==> src/rtl/sdac_pkg.sv <==
package sdac_pkg;
  localparam int unsigned SDAC_WORD_W_DEF = 16;
  localparam int unsigned SDAC_SYNC_DEF   = 2;

  // bit positions of the synchronized input vector
  typedef enum int unsigned {
    IN_FRAME = 0,
    IN_SCLK  = 1,
    IN_SDI   = 2,
    IN_LOAD  = 3
  } sdac_in_idx_e;

  localparam int unsigned SDAC_IN_N = 4;
endpackage

==> src/rtl/sdac_rst_sync.sv <==
module sdac_rst_sync #(
  parameter int unsigned STAGES = 2
) (
  input  logic clk,
  input  logic rst_n,
  output logic rst_sync_n
);
  logic [STAGES-1:0] chain_q;

  always_ff @(posedge clk or negedge rst_n) begin
    if (!rst_n) chain_q <= '0;
    else        chain_q <= {chain_q[STAGES-2:0], 1'b1};
  end

  assign rst_sync_n = chain_q[STAGES-1];
endmodule

==> src/rtl/sdac_in_sync.sv <==
module sdac_in_sync #(
  parameter int unsigned WIDTH   = 4,
  parameter int unsigned STAGES  = 2,
  parameter logic [WIDTH-1:0] RST_VAL = '1
) (
  input  logic             clk,
  input  logic             rst_n,
  input  logic [WIDTH-1:0] din,
  output logic [WIDTH-1:0] lvl_o
);
  for (genvar b = 0; b < WIDTH; b++) begin : g_bit
    logic [STAGES-1:0] st_q;
    logic [STAGES-1:0] st_d;

    assign st_d = {st_q[STAGES-2:0], din[b]};

    always_ff @(posedge clk or negedge rst_n) begin
      if (!rst_n) st_q <= {STAGES{RST_VAL[b]}};
      else        st_q <= st_d;
    end

    assign lvl_o[b] = st_q[STAGES-1];
  end
endmodule

==> src/rtl/sdac_shift_rx.sv <==
module sdac_shift_rx #(
  parameter int unsigned WORD_W = 16
) (
  input  logic              clk,
  input  logic              rst_n,
  input  logic              frm_i,
  input  logic              sck_i,
  input  logic              sdi_i,
  output logic [WORD_W-1:0] word_o,
  output logic              done_o,
  output logic              err_o
);
  localparam int unsigned CNT_W = $clog2(WORD_W + 1);
  localparam logic [CNT_W-1:0] FULL = CNT_W'(WORD_W);
  localparam logic [CNT_W-1:0] LAST = CNT_W'(WORD_W - 1);

  logic              frm_prev_q, sck_prev_q;
  logic [CNT_W-1:0]  cnt_q, cnt_d;
  logic [WORD_W-1:0] sh_q, sh_d;
  logic              done_q, done_d;
  logic              err_q, err_d;
  logic              frm_fall, frm_rise, sck_fall;
  logic              cnt_en, sh_en;

  assign frm_fall = frm_prev_q & ~frm_i;
  assign frm_rise = ~frm_prev_q & frm_i;
  assign sck_fall = sck_prev_q & ~sck_i;

  always_comb begin
    cnt_d  = cnt_q;
    sh_d   = sh_q;
    done_d = 1'b0;
    err_d  = err_q;
    cnt_en = 1'b0;
    sh_en  = 1'b0;
    if (frm_fall) begin
      cnt_d  = '0;
      cnt_en = 1'b1;
      err_d  = 1'b0;
    end else if (frm_rise) begin
      cnt_d  = '0;
      cnt_en = 1'b1;
      if (cnt_q != FULL) err_d = 1'b1;
    end else if (!frm_i && sck_fall && (cnt_q != FULL)) begin
      sh_d   = {sh_q[WORD_W-2:0], sdi_i};
      sh_en  = 1'b1;
      cnt_d  = cnt_q + 1'b1;
      cnt_en = 1'b1;
      done_d = (cnt_q == LAST);
    end
  end

  always_ff @(posedge clk or negedge rst_n) begin
    if (!rst_n) begin
      frm_prev_q <= 1'b1;
      sck_prev_q <= 1'b1;
      cnt_q      <= '0;
      sh_q       <= '0;
      done_q     <= 1'b0;
      err_q      <= 1'b0;
    end else begin
      frm_prev_q <= frm_i;
      sck_prev_q <= sck_i;
      if (cnt_en) cnt_q <= cnt_d;
      if (sh_en)  sh_q  <= sh_d;
      done_q     <= done_d;
      err_q      <= err_d;
    end
  end

  assign word_o = sh_q;
  assign done_o = done_q;
  assign err_o  = err_q;

  assert_cnt_bound_R8: assert property (@(posedge clk) disable iff (!rst_n)
    cnt_q <= FULL);
  assert_err_clear_R7: assert property (@(posedge clk) disable iff (!rst_n)
    frm_fall |=> !err_q);
  assert_done_needs_low_frame_R2: assert property (@(posedge clk) disable iff (!rst_n)
    done_q |-> $past(!frm_i));
endmodule

==> src/rtl/sdac_load_ctrl.sv <==
module sdac_load_ctrl #(
  parameter int unsigned WORD_W = 16
) (
  input  logic              clk,
  input  logic              rst_n,
  input  logic              done_i,
  input  logic [WORD_W-1:0] word_i,
  input  logic              ld_i,
  output logic [WORD_W-1:0] dac_o,
  output logic              upd_o
);
  logic              ld_prev_q, ld_fall;
  logic [WORD_W-1:0] hold_q, hold_d, dac_q, dac_d;
  logic              pend_q, pend_d, upd_q, upd_d;
  logic              hold_en, dac_en;

  assign ld_fall = ld_prev_q & ~ld_i;

  always_comb begin
    hold_d  = hold_q;
    dac_d   = dac_q;
    pend_d  = pend_q;
    upd_d   = 1'b0;
    hold_en = 1'b0;
    dac_en  = 1'b0;
    if (done_i) begin
      if (!ld_i) begin
        dac_d  = word_i;
        dac_en = 1'b1;
        upd_d  = 1'b1;
        pend_d = 1'b0;
      end else begin
        hold_d  = word_i;
        hold_en = 1'b1;
        pend_d  = 1'b1;
      end
    end else if (ld_fall && pend_q) begin
      dac_d  = hold_q;
      dac_en = 1'b1;
      upd_d  = 1'b1;
      pend_d = 1'b0;
    end
  end

  always_ff @(posedge clk or negedge rst_n) begin
    if (!rst_n) begin
      ld_prev_q <= 1'b1;
      hold_q    <= '0;
      dac_q     <= '0;
      pend_q    <= 1'b0;
      upd_q     <= 1'b0;
    end else begin
      ld_prev_q <= ld_i;
      if (hold_en) hold_q <= hold_d;
      if (dac_en)  dac_q  <= dac_d;
      pend_q    <= pend_d;
      upd_q     <= upd_d;
    end
  end

  assign dac_o = dac_q;
  assign upd_o = upd_q;

  assert_upd_cause_R3: assert property (@(posedge clk) disable iff (!rst_n)
    upd_q |-> $past(done_i || ld_fall));
  assert_quiet_hold_R4: assert property (@(posedge clk) disable iff (!rst_n)
    !upd_q |-> $stable(dac_q));
  assert_idle_strobe_R5: assert property (@(posedge clk) disable iff (!rst_n)
    (ld_fall && !pend_q && !done_i) |=> !upd_q);
endmodule

==> src/rtl/sdac_serial_rx.sv <==
module sdac_serial_rx
  import sdac_pkg::*;
#(
  parameter int unsigned WORD_W      = SDAC_WORD_W_DEF,
  parameter int unsigned SYNC_STAGES = SDAC_SYNC_DEF
) (
  input  logic              clk,
  input  logic              rst_n,
  input  logic              frame_n_i,
  input  logic              sclk_i,
  input  logic              sdi_i,
  input  logic              load_n_i,
  output logic [WORD_W-1:0] dac_word_o,
  output logic              dac_upd_o,
  output logic              frame_err_o
);
  localparam logic [SDAC_IN_N-1:0] IN_RST = 4'b1011;

  logic                 rst_sync_n;
  logic [SDAC_IN_N-1:0] raw, lvl;
  logic [WORD_W-1:0]    word;
  logic                 done;

  assign raw[IN_FRAME] = frame_n_i;
  assign raw[IN_SCLK]  = sclk_i;
  assign raw[IN_SDI]   = sdi_i;
  assign raw[IN_LOAD]  = load_n_i;

  sdac_rst_sync #(.STAGES(SYNC_STAGES)) u_rst (
    .clk(clk), .rst_n(rst_n), .rst_sync_n(rst_sync_n));

  sdac_in_sync #(.WIDTH(SDAC_IN_N), .STAGES(SYNC_STAGES), .RST_VAL(IN_RST)) u_sync (
    .clk(clk), .rst_n(rst_sync_n), .din(raw), .lvl_o(lvl));

  sdac_shift_rx #(.WORD_W(WORD_W)) u_shift (
    .clk(clk), .rst_n(rst_sync_n),
    .frm_i(lvl[IN_FRAME]), .sck_i(lvl[IN_SCLK]), .sdi_i(lvl[IN_SDI]),
    .word_o(word), .done_o(done), .err_o(frame_err_o));

  sdac_load_ctrl #(.WORD_W(WORD_W)) u_load (
    .clk(clk), .rst_n(rst_sync_n),
    .done_i(done), .word_i(word), .ld_i(lvl[IN_LOAD]),
    .dac_o(dac_word_o), .upd_o(dac_upd_o));

  assert_err_no_update_R6: assert property (@(posedge clk) disable iff (!rst_sync_n)
    $rose(frame_err_o) |-> !dac_upd_o);
endmodule

==> config.mk <==
export PLATFORM = sky130hd
export DESIGN_NAME = sdac_serial_rx
export DESIGN_NICKNAME = d
export VERILOG_FILES = /design/src/rtl/sdac_pkg.sv /design/src/rtl/sdac_rst_sync.sv /design/src/rtl/sdac_in_sync.sv /design/src/rtl/sdac_shift_rx.sv /design/src/rtl/sdac_load_ctrl.sv /design/src/rtl/sdac_serial_rx.sv
export SDC_FILE = /design/constraint.sdc
export NUM_CORES = 1
export LEC_CHECK = 0
export BUFFER_PORTS_ARGS = -buffer_cell sky130_fd_sc_hd__buf_2
export CORE_ASPECT_RATIO = 1.5
export CORE_MARGIN = 2
export CORE_UTILIZATION = 30
export DETAILED_ROUTE_END_ITERATION = 8
export HOLD_SLACK_MARGIN = 0.15
export SLEW_MARGIN = 20
export SYNTH_ARGS = -nofsm -noshare
export SYNTH_HDL_FRONTEND = slang
export SYNTH_HIERARCHICAL = 1
export SYNTH_SLANG_ARGS = --single-unit
export TNS_END_PERCENT = 100
==> constraint.sdc <==
create_clock -name clk -period 2.75 [get_ports clk]
set_clock_uncertainty 0.15 [all_clocks]
set_input_delay 0.825 -clock clk [delete_from_list [all_inputs] [get_ports clk]]
set_output_delay 0.825 -clock clk [all_outputs]
set_load 0.05 [all_outputs]
==> flow_metrics.env <==
export IMPL_crit_path_start_kind="register"
export IMPL_post_route_period_util_pct=78.8
export IMPL_post_dp_hpwl_mm=3.03
export IMPL_ys_seq_elements=70
export IMPL_dieHeight_um=126
export IMPL_grt_max_degree=38
export IMPL_fp_dieArea_sq_um=10800
export IMPL_area_growth_pct=18.9
export IMPL_p_per_area_nw_per_um2=743
export IMPL_tns_ns=0
export IMPL_syn_area_per_cell_sq_um=16.3
export IMPL_ys_flop_type="dfrtp_1"
export IMPL_synthTopCellsByArea="dfrtp_1, mux2_2, mux2_4"
export IMPL_worst_setup_path_end_kind="register"
export IMPL_synth_nets=195
export IMPL_synth_cell_types=31
export IMPL_ys_warn_count=6
export IMPL_numPortBuffers=23
export IMPL_required_ns=2.81
export IMPL_cts_root_buffer="clkbuf_16"
export IMPL_avgRoutedWirePerCell_um=14.2
export IMPL_setup_viol=0
export IMPL_holdWs_ns=0.184
export IMPL_holdBufCountCts=1
export IMPL_critPathMaxFanout=16
export IMPL_vias=1492
export IMPL_grt_pass1_wl_mm=8.11
export IMPL_wl_mm=4.71
export IMPL_hold_viol_final=0
export IMPL_ctsLongestPathBuffers=2
export IMPL_fp_row_count=44
export IMPL_ant_nets=0
export IMPL_grt_overflow_total=0
export IMPL_dr_pass1_iters=4
export IMPL_cts_sinks=70
export IMPL_synth_top_area_cell="dfrtp_1"
export IMPL_cts_tree="done"
export IMPL_route_detailed_drc=0
export IMPL_cp_arrival_ns=2.23
export IMPL_io_pins=24
export IMPL_synth_edf_count=0
export IMPL_antenna_found_initial=0
export IMPL_grtUsageTotal_pct=9.94
export IMPL_slew_violations=0
export IMPL_tightest_slew_ns=0.732
export IMPL_first_global_vias=1602
export IMPL_max_cap_violations=0
export IMPL_fin_crit_ns=2.17
export IMPL_numCtsBuffers=9
export IMPL_die_w_um=85.6
export IMPL_cts_setup_buffers=0
export IMPL_nNetsFinal=222
export IMPL_synth_area_sq_um=2990
export IMPL_drive_gt1_share_pct=56.0
export IMPL_clock_fmax_mhz=461
export IMPL_clk_pin_slew_ns=0.05
export IMPL_max_slew_margin_rel_pct=51.2
export IMPL_ir_drop_v=0.000431
export IMPL_syn_instance_count=184
export IMPL_initial_core_util_pct=30.9
export IMPL_viasPerCell=4.51
export IMPL_rsz0062_at_grt="false"
export IMPL_place_gp_congestion=0.672
export IMPL_dr_first_iter_drc_count=90
export IMPL_clk_latency_ns=0.33
export IMPL_worst_hold_path_type="reg2async"
export IMPL_ys_seq_area_share_pct=58.9
export IMPL_async_flop_share_pct=100
export IMPL_leakage_nw=1.77
export IMPL_cts_resized=0
export IMPL_status="completed"
export IMPL_core_sq_um=9690
export IMPL_yosys_area_top_type_share_pct=51.0
export IMPL_htreeDepth=3
export IMPL_diodes=0
export IMPL_critPathKind="reg2reg"
==> cell type report <==
type	instances	area [sq um]
flip-flops and latches	70	1760
clock buffers	10	239
well taps	115	144
multi-input cells	97	1100
inverters	7	26.3
fillers	926	6130
clock inverters	6	133
repair buffers	26	153
==> critical path, stage by stage (launching register included) <==
cell and delay (ns):
dfstp_2 0.57, inv_1 0.05, ha_1 0.23, nor2_2 0.26, nand4_4 0.37, mux2_4 0.41
==> Yosys cell counts, types with 2 or more instances <==
cell type and n:
mux2_2 37, and3_1 2, buf_4 5, a21oi_1 3
buf_6 4, o2bb2ai_1 2, inv_1 7, dfrtp_1 61
mux2_4 27, dfstp_2 9, nand3_1 3, ha_1 5
==> power by group <==
group | internal [mW] | switching, mW
Combinational | 0.0505 | 0.0464
Clock | 1.00 | 0.430
Sequential | 1.07 | 0.0449
Total | 2.12 | 0.522
==> sequential cells by signal, summed over array words and instances (netlist names) <==
| register | flops |
|---|---|
| u_rst/chain_q | 2 |
| u_shift/cnt_q | 5 |
| u_shift/sck_prev_q | 1 |
| u_load/pend_q | 1 |
| u_sync/g_bit.st_q | 8 |
| u_load/hold_q | 16 |
| u_load/upd_o | 1 |
| u_shift/err_o | 1 |
| u_shift/frm_prev_q | 1 |
| u_shift/word_o | 16 |
| u_load/ld_prev_q | 1 |
| u_load/dac_o | 16 |
| u_shift/done_o | 1 |
==> path summary, 6_finish.rpt <==
kind,depth (start not counted),slack [ns],endpoint,start
setup reg to reg,5,0.58,u_shift/word_o[2]$_DFFE_PN0P_,u_sync/g_bit[0].st_q[1]$_DFF_PN1_
max in group asynchronous,1,1.55,u_load/ld_prev_q$_DFF_PN1_,u_rst/chain_q[1]$_DFF_PN0_
hold / removal,0,0.18,u_load/dac_o[1]$_DFFE_PN0P_,u_rst/chain_q[1]$_DFF_PN0_
setup / recovery,5,0.58,u_shift/word_o[2]$_DFFE_PN0P_,u_sync/g_bit[0].st_q[1]$_DFF_PN1_
hold reg to reg,0,0.18,u_load/dac_o[1]$_DFFE_PN0P_,u_rst/chain_q[1]$_DFF_PN0_
min in group clk,0,0.20,u_sync/g_bit[2].st_q[1]$_DFF_PN0_,u_sync/g_bit[2].st_q[0]$_DFF_PN0_
==> through the flow <==
stage          utilization (%)  power (mW)  instances  area (sq um)  setup WS, ns
5_1_grt                   36.8        2.75        331          3560         0.459
3_5_place_dp              32.8        1.23        314          3180         0.578
2_1_floorplan                -        1.20        184          2990         0.522
6_report                  36.8        2.65        331          3560         0.582
4_1_cts                   36.8        2.68        331          3560         0.572
3_3_place_gp              32.8        1.23        314          3180         0.619
==> cells by family (layout without fill, tap and decap cells) <==
family	Yosys count	after routing	share of synthesized area (%)
buf+inv	17	49	4.30
other cells	1	1	0.125
simple gates	16	16	4.43
flops	70	70	58.9
fa+ha+maj	5	5	2.09
mux	65	65	27.8
compound gates	10	10	2.38
==> cell usage in the layout, fill, tap and decap left out, drive strengths merged <==
cell	instances
a21oi	3
a31oi	1
a41oi	1
and2	1
and3	2
buf	25
bufinv	4
clkbuf	10
clkinv	1
clkinvlp	1
conb	1
dfrtp	61
dfstp	9
dlygate4sd3	1
ha	5
inv	7
mux2	64
mux2i	1
nand2	1
nand3	3
nand4	1
nand4b	1
nand4bb	1
nor2	3
nor3	1
nor3b	1
o211ai	1
o22a	1
o22ai	1
o2bb2ai	2
or3	1
==> layer usage <==
metal / track usage (%) / part of all wire [%]
met2: 15.8 / 51
met3: 3.90 / 4.2
met1: 11.6 / 43
met5: 0 / 0
met4: 5.04 / 2.0
Note: power is estimated with default switching activity, not from simulation.
